--- config.mk ---
export PLATFORM = sky130hd
export DESIGN_NAME = cla_adder16
export DESIGN_NICKNAME = d
export VERILOG_FILES = /design/src/rtl/cla_pkg.sv /design/src/rtl/cla_bit_pg.sv /design/src/rtl/cla_lookahead.sv /design/src/rtl/cla_group.sv /design/src/rtl/cla_adder16.sv
export SDC_FILE = /design/constraint.sdc
export NUM_CORES = 1
export LEC_CHECK = 0
export BUFFER_PORTS_ARGS = -buffer_cell sky130_fd_sc_hd__buf_2
export CAP_MARGIN = 20
export CORE_MARGIN = 4
export CORE_UTILIZATION = 42
export DETAILED_ROUTE_END_ITERATION = 10
export GPL_TIMING_DRIVEN = 0
export PLACE_DENSITY = 0.94
export SLEW_MARGIN = 20
export SYNTH_ARGS = -nofsm -noshare
export SYNTH_HDL_FRONTEND = slang
export SYNTH_SLANG_ARGS = --single-unit
--- constraint.sdc ---
create_clock -name vclk -period 3
set_clock_uncertainty 0.05 [all_clocks]
set_input_delay 0.6 -clock vclk [all_inputs]
set_output_delay 0.6 -clock vclk [all_outputs]
set_load 0.01 [all_outputs]
--- src/rtl/cla_pkg.sv ---
// Package cla_pkg
// Shared width defaults and the flattened lookahead function.
// Assumes: callers pass vectors no wider than CLA_UNIT_W.
package cla_pkg;
    parameter int unsigned CLA_UNIT_W  = 4;
    parameter int unsigned CLA_NUM_GRP = 4;

    // Flattened carry into position 'upto': OR of each generate j<upto masked
    // by all propagates above it, plus cin masked by every propagate below upto.
    function automatic logic flat_carry(input logic [CLA_UNIT_W-1:0] gen,
                                        input logic [CLA_UNIT_W-1:0] prop,
                                        input logic                  cin,
                                        input int                    upto);
        logic acc;
        logic term;
        acc = 1'b0;
        for (int j = 0; j < upto; j++) begin
            term = gen[j];
            for (int k = j + 1; k < upto; k++) begin
                term = term & prop[k];
            end
            acc = acc | term;
        end
        term = cin;
        for (int k = 0; k < upto; k++) begin
            term = term & prop[k];
        end
        return acc | term;
    endfunction
endpackage

--- src/rtl/cla_bit_pg.sv ---
// Module cla_bit_pg
// Forms the per-bit generate (AND) and propagate (XOR) terms for a slice.
// Assumes: purely combinational, with no state and no reset.
module cla_bit_pg #(
    parameter int unsigned W = 4
) (
    input  logic [W-1:0] a,
    input  logic [W-1:0] b,
    output logic [W-1:0] gen,
    output logic [W-1:0] prop
);
    // One generate/propagate pair for each bit position.
    for (genvar i = 0; i < W; i++) begin : g_bit
        assign gen[i]  = a[i] & b[i];
        assign prop[i] = a[i] ^ b[i];
    end
endmodule

--- src/rtl/cla_lookahead.sv ---
// Module cla_lookahead
// An N-wide lookahead unit. It gives the carry into each position and the
// block generate/propagate, all from flattened equations with no ripple.
// Assumes: N <= cla_pkg::CLA_UNIT_W, so each term needs at most N+1 inputs.
module cla_lookahead
    import cla_pkg::*;
#(
    parameter int unsigned N = CLA_UNIT_W
) (
    input  logic [N-1:0] gen,
    input  logic [N-1:0] prop,
    input  logic         cin,
    output logic [N-1:0] carry,
    output logic         blk_gen,
    output logic         blk_prop
);
    localparam int unsigned PADW = CLA_UNIT_W;

    logic [PADW-1:0] gen_pad;
    logic [PADW-1:0] prop_pad;

    // Zero-extend the inputs to the width that the package function takes.
    always_comb begin
        gen_pad  = '0;
        prop_pad = '0;
        gen_pad[N-1:0]  = gen;
        prop_pad[N-1:0] = prop;
    end

    // Carry into position i; position 0 receives cin directly.
    for (genvar i = 0; i < N; i++) begin : g_carry
        assign carry[i] = flat_carry(gen_pad, prop_pad, cin, i);
    end

    // Block generate ignores cin; block propagate is the AND of all propagates.
    assign blk_gen  = flat_carry(gen_pad, prop_pad, 1'b0, N);
    assign blk_prop = &prop;
endmodule

--- src/rtl/cla_group.sv ---
// Module cla_group
// One group of the adder: the bit terms, the internal lookahead and the sum bits.
// Assumes: grp_cin comes from the next lookahead level up, never from a neighbour.
module cla_group #(
    parameter int unsigned GW = 4
) (
    input  logic [GW-1:0] a,
    input  logic [GW-1:0] b,
    input  logic          grp_cin,
    output logic [GW-1:0] sum,
    output logic          grp_gen,
    output logic          grp_prop
);
    logic [GW-1:0] gen;
    logic [GW-1:0] prop;
    logic [GW-1:0] carry;

    cla_bit_pg #(.W(GW)) u_pg (
        .a    (a),
        .b    (b),
        .gen  (gen),
        .prop (prop)
    );

    cla_lookahead #(.N(GW)) u_la (
        .gen      (gen),
        .prop     (prop),
        .cin      (grp_cin),
        .carry    (carry),
        .blk_gen  (grp_gen),
        .blk_prop (grp_prop)
    );

    // Each sum bit is its propagate XOR the carry into that bit.
    assign sum = prop ^ carry;
endmodule

--- src/rtl/cla_adder16.sv ---
// Module cla_adder16
// A two-level carry-lookahead adder. The groups report generate/propagate to a
// second lookahead unit, and that unit returns each group's carry-in.
// Assumes: a combinational block, so it has no clock and no reset.
module cla_adder16
    import cla_pkg::*;
#(
    parameter int unsigned GROUP_W    = CLA_UNIT_W,
    parameter int unsigned NUM_GROUPS = CLA_NUM_GRP
) (
    input  logic [GROUP_W*NUM_GROUPS-1:0] opnd_a,
    input  logic [GROUP_W*NUM_GROUPS-1:0] opnd_b,
    input  logic                          cin,
    output logic [GROUP_W*NUM_GROUPS-1:0] sum,
    output logic                          cout
);
    localparam int unsigned WIDTH = GROUP_W * NUM_GROUPS;

    logic [NUM_GROUPS-1:0] grp_gen;
    logic [NUM_GROUPS-1:0] grp_prop;
    logic [NUM_GROUPS-1:0] grp_cin;
    logic                  top_gen;
    logic                  top_prop;

    // One group for each GROUP_W slice of the operands.
    for (genvar g = 0; g < NUM_GROUPS; g++) begin : g_grp
        cla_group #(.GW(GROUP_W)) u_grp (
            .a        (opnd_a[g*GROUP_W +: GROUP_W]),
            .b        (opnd_b[g*GROUP_W +: GROUP_W]),
            .grp_cin  (grp_cin[g]),
            .sum      (sum[g*GROUP_W +: GROUP_W]),
            .grp_gen  (grp_gen[g]),
            .grp_prop (grp_prop[g])
        );
    end

    // Second level: the carry into each group from the group terms.
    cla_lookahead #(.N(NUM_GROUPS)) u_top_la (
        .gen      (grp_gen),
        .prop     (grp_prop),
        .cin      (cin),
        .carry    (grp_cin),
        .blk_gen  (top_gen),
        .blk_prop (top_prop)
    );

    // Overall carry-out from the generate/propagate of all WIDTH bits.
    assign cout = top_gen | (top_prop & cin);

    if (WIDTH != 16) begin : g_width_note
        // Other widths are legal; the brief describes the 16-bit default.
    end
endmodule

After elaboration in Yosys (flattened, before gate mapping)
Cells that the tools add are included.
Storage, ports and cells
  bits in registers: 0
  latch bits: 0
  RAM bits: 0
  memory bits (read-only): 0
  output and inout bits: 17
  memories kept: 0
Cells by class
  add/sub/neg operators: 0
  multipliers: 0
  div/mod/pow operators: 0
  magnitude comparators: 0
  equal/unequal tests: 0
  shifts and indexed selects: 0
  multiplexer cells: 0
  bitwise gates (word level): 128
  reduce and logical (&&, ||, !) cells: 5
Operators with widths (count)
  $and 1x1->1: 62
  $or 1x1->1: 46
  $reduce_and 16->1: 1
  $reduce_and 4->1: 4
  $xor 1x1->1: 16
  $xor 4x4->4: 4

Logic depth before layout (Yosys ltp)
  word-level depth: 17
  gate-level depth with buffers: 10
  depth with buffers taken out: 10

By module
A second synthesis with hierarchy kept.
Unflattened totals
  cells, all modules: 88
  area, all modules: 673.1 sq um
By module, submodules not included
  cla_lookahead: times used 5, cells an instance 11, area each 65.1 sq um
  cla_bit_pg: times used 4, cells an instance 4, area each 50.0 sq um
  cla_group: times used 4, cells an instance 4, area each 35.0 sq um
  cla_adder16: times used 1, cells an instance 1, area each 7.5 sq um

Worst setup path after synthesis
OpenSTA, ideal clock, no wires.
  path type: input -> output
  from: input port opnd_a[0]
  to: output port sum[15]
  arrival: 2.272 ns
  data required time: 2.350 ns
  slack: 0.078 ns
  stages: 10
  path buffers: 0
  cell sequence: ha_1 a21oi_1 nor2_1 o31ai_2 nand3_2 ha_1 o21a_1 o21a_1 nor2_1 xnor2_1
Between the ends
  cells in the longest elaborated chain, start to end: 17
  elaborated cells on any way between the ends: 22
  those cells by class: bitwise (21); reduce/logical (1)
RTL lines
  start: declaration: RTL line cla_adder16.sv:11  | input logic [GROUP_W*NUM_GROUPS-1:0] opnd_a,
  $and 1x1->1: RTL line cla_bit_pg.sv:14  | assign gen[i] = a[i] & b[i];
  $and 1x1->1 (3 in series): RTL line cla_pkg.sv:20  | term = term & prop[k];
  $or 1x1->1 (3 in series): RTL line cla_pkg.sv:22  | acc = acc | term;
  $and 1x1->1 (2 in series): RTL line cla_pkg.sv:20
  $or 1x1->1 (2 in series): RTL line cla_pkg.sv:22
  $or 1x1->1 (*): RTL line cla_pkg.sv:28  | return acc | term;
  $and 1x1->1 (*) (3 in series): RTL line cla_pkg.sv:26  | term = term & prop[k];
  $or 1x1->1 (*): RTL line cla_pkg.sv:28
  $xor 4x4->4 (*): RTL line cla_group.sv:35  | assign sum = prop ^ carry;
  end: declaration: RTL line cla_adder16.sv:14  | output logic [GROUP_W*NUM_GROUPS-1:0] sum,
Mark *: on every way between the ends. The rest lies on a longest branch, timed or not.

Final worst setup path
  from: input port opnd_b[0]
  to: output port sum[12]
Between the ends
  cells in the longest elaborated chain, start to end: 13
  elaborated cells on any way between the ends: 18
  those cells by class: bitwise (17); reduce/logical (1)
RTL lines
  start: declaration: RTL line cla_adder16.sv:12  | input logic [GROUP_W*NUM_GROUPS-1:0] opnd_b,
  $and 1x1->1: RTL line cla_bit_pg.sv:14
  $and 1x1->1 (3 in series): RTL line cla_pkg.sv:20
  $or 1x1->1 (3 in series): RTL line cla_pkg.sv:22
  $and 1x1->1 (2 in series): RTL line cla_pkg.sv:20
  $or 1x1->1 (2 in series): RTL line cla_pkg.sv:22
  $or 1x1->1 (*): RTL line cla_pkg.sv:28
  $xor 4x4->4 (*): RTL line cla_group.sv:35
Marks and branches as above.

==> impl_metrics.env <==
export IMPL_grt_max_degree=5
export IMPL_regArea_um2=0
export IMPL_avgViaCountPerCell=5.28
export IMPL_holdCritStartpoint="opnd_b[12]"
export IMPL_end_kind="primary output"
export IMPL_syn_area_per_cell_um2=8.44
export IMPL_syn_to_final_growth_pct=75.2
export IMPL_max_vdd_ir_drop_mv=0.135
export IMPL_syn_nets=140
export IMPL_worst_slew_pin_slew_ns=0.255
export IMPL_relSlewSlack_pct=82.9
export IMPL_diodes=0
export IMPL_tns_ns=-0.748
export IMPL_violations="negative setup slack"
export IMPL_hold_path_cell_count=3
export IMPL_yosys_warnings=0
export IMPL_fmax_mhz=312
export IMPL_stdcell_area_um2=1230
export IMPL_io_buffers=50
export IMPL_drc=0
export IMPL_via_count=834
export IMPL_setup_ws_ns=-0.210
export IMPL_post_dp_cell_area_um2=971
export IMPL_syn_area_um2=701
export IMPL_status="finished with violations"
export IMPL_grt_pass1_vias=845
export IMPL_dr_pass1_iters=4
export IMPL_grt_antenna_before_repair=0
export IMPL_p_per_area_nw_per_um2=236
export IMPL_setup_viol=6
export IMPL_die_x_um=48.8
export IMPL_crit_arrival_ns=2.56
export IMPL_dieArea_um2=2390
export IMPL_critPathMaxFanout=2
export IMPL_hpwl_um=1600
export IMPL_grt_pass1_wl_um=3430
export IMPL_seq_cell_count=0
export IMPL_die_h_um=48.8
export IMPL_synth_distinct_cells=23
export IMPL_required_ns=2.35
export IMPL_post_route_period_util_pct=107
export IMPL_drt_wl_total_um=2200
export IMPL_min_period_ns=3.21
export IMPL_rsz0062_at_grt="true"
export IMPL_fin_nets=201
export IMPL_hold_buffers=0
export IMPL_coreArea_um2=1540
export IMPL_path_class="in -> out"
export IMPL_drive_above_1_share_pct=63.4
export IMPL_syn_inst=83
export IMPL_initial_core_util_pct=45.5
export IMPL_place_ws_ns=-0.339
export IMPL_power_leakage_nw=0.589
export IMPL_drv_slew=0
export IMPL_track_usage_pct=16.7
export IMPL_pin_count=50
export IMPL_hold_viol=0
export IMPL_clock_buffers=0
export IMPL_fillers=106
export IMPL_critPathLaunchType="input pin"
export IMPL_ant_nets=0
export IMPL_worstHoldEndpoint="sum[12]"
export IMPL_grt_remaining_overflow=0
export IMPL_detail_route_wl_per_cell_um=13.9
export IMPL_rows=14
export IMPL_seq_area_frac_synth_pct=0
export IMPL_hold_path_class="in -> out"
export IMPL_finalWeightedCongestion=0.749
export IMPL_drtIter0Drc=4
export IMPL_drv_cap=0
## layout by cell type, fill, tap and decap left out, types with 2 or more instances in the layout
cell type / count
a21oi_2: 4
buf_4: 8
buf_6: 5
ha_2: 3
nor3_2: 3
xor2_1: 3
nor2_1: 8
nand2_1: 2
ha_4: 8
ha_1: 9
nor2_2: 2
inv_1: 5
buf_2: 46
nand3_2: 2
fa_2: 3
o21a_1: 8
a21oi_1: 2
nor3_1: 3
xnor2_1: 5
## where the power goes
group / internal (W) / switching, W / total [W] / leakage [nW]
Sequential: 0 / 0 / 0 / 0
Clock: 0 / 0 / 0 / 0
Combinational: 0.000151 / 0.000138 / 0.000289 / 0.589
Total: 0.000151 / 0.000138 / 0.000289 / 0.589
## synth_stat cells, drive strengths merged
cell	instances	area share, %
nand2	3	1.6
inv	5	2.7
xnor2	5	6.2
nor2b	2	1.8
ha	20	36
a21o	1	1.1
o21a	8	8.6
o21bai	1	1.1
a211oi	1	1.8
xor2	3	3.8
o21ai	1	1.3
or3b	1	1.3
a21oi	6	4.8
nor2	10	5.4
fa	4	11
a211o	1	1.3
nand4	1	0.89
and4	1	1.3
nor3	6	4.3
nand3	2	2.1
o31ai	1	1.8
## kinds of logic (layout without fill, tap and decap cells)
logic type,Yosys count,in the layout,share of synthesized area [%]
AOI/OAI and AO/OA,20,20,21.6
xor gates and xnor gates,8,8,10.0
adders and majority gates,24,24,47.1
buffers and inverters,5,64,2.68
and+or+nand+nor,26,26,18.6
## worst max-delay path by stage
| stage | start | endpoint | slack [ns] |
|---|---|---|---|
| 6_report | opnd_b[0] | sum[12] | -0.21 |
| 5_1_grt | opnd_a[11] | sum[12] | -0.28 |
| 4_1_cts | opnd_b[0] | sum[15] | -0.16 |
| 3_5_place_dp | opnd_a[0] | sum[15] | -0.34 |
| 3_3_place_gp | opnd_a[0] | sum[11] | -0.24 |
| 2_1_floorplan | opnd_a[0] | sum[15] | 0.08 |
## metrics by stage
stage,cells,utilization [%],hold WS (ns),total power (W)
after floorplan,83,-,1.34,0.000141
after global placement,149,63.0,1.52,0.000214
after detailed placement,149,63.0,1.52,0.000222
after CTS,153,73.6,1.53,0.000258
after global routing,158,79.6,1.57,0.000318
final,158,79.6,1.55,0.000289
## per-layer routing
metal	wire length (um)	GRT usage (%)	part of all wire (%)
met1	758	16.6	34
met2	1250	35.0	57
met3	171	2.75	7.8
met4	21	2.69	0.95
met5	0	0	0
## cell type report
class / instances / area [um^2] / share of cell area [%]
Timing Repair Buffer: 59 / 347 / 28.2
Multi-Input combinational cell: 78 / 842 / 68.6
Tap cell: 16 / 20.0 / 1.63
Inverter: 5 / 18.8 / 1.53
## repair_timing
item,in CTS,in global routing
endpoints found under the setup margin,8,11
gates resized for setup,18,14
pin swaps,11,20
hold endpoints to repair,0,0
buffers inserted,4,5
## worst max-delay path: stages
cell	delay [ns]
buf_6	0.10
ha_4	0.23
a21oi_2	0.13
nor2_2	0.06
o31ai_2	0.27
nand3_2	0.13
buf_4	0.15
buf_6	0.10
buf_4	0.13
fa_2	0.54
buf_6	0.10
No activity file was read; power rests on OpenSTA's default activity.
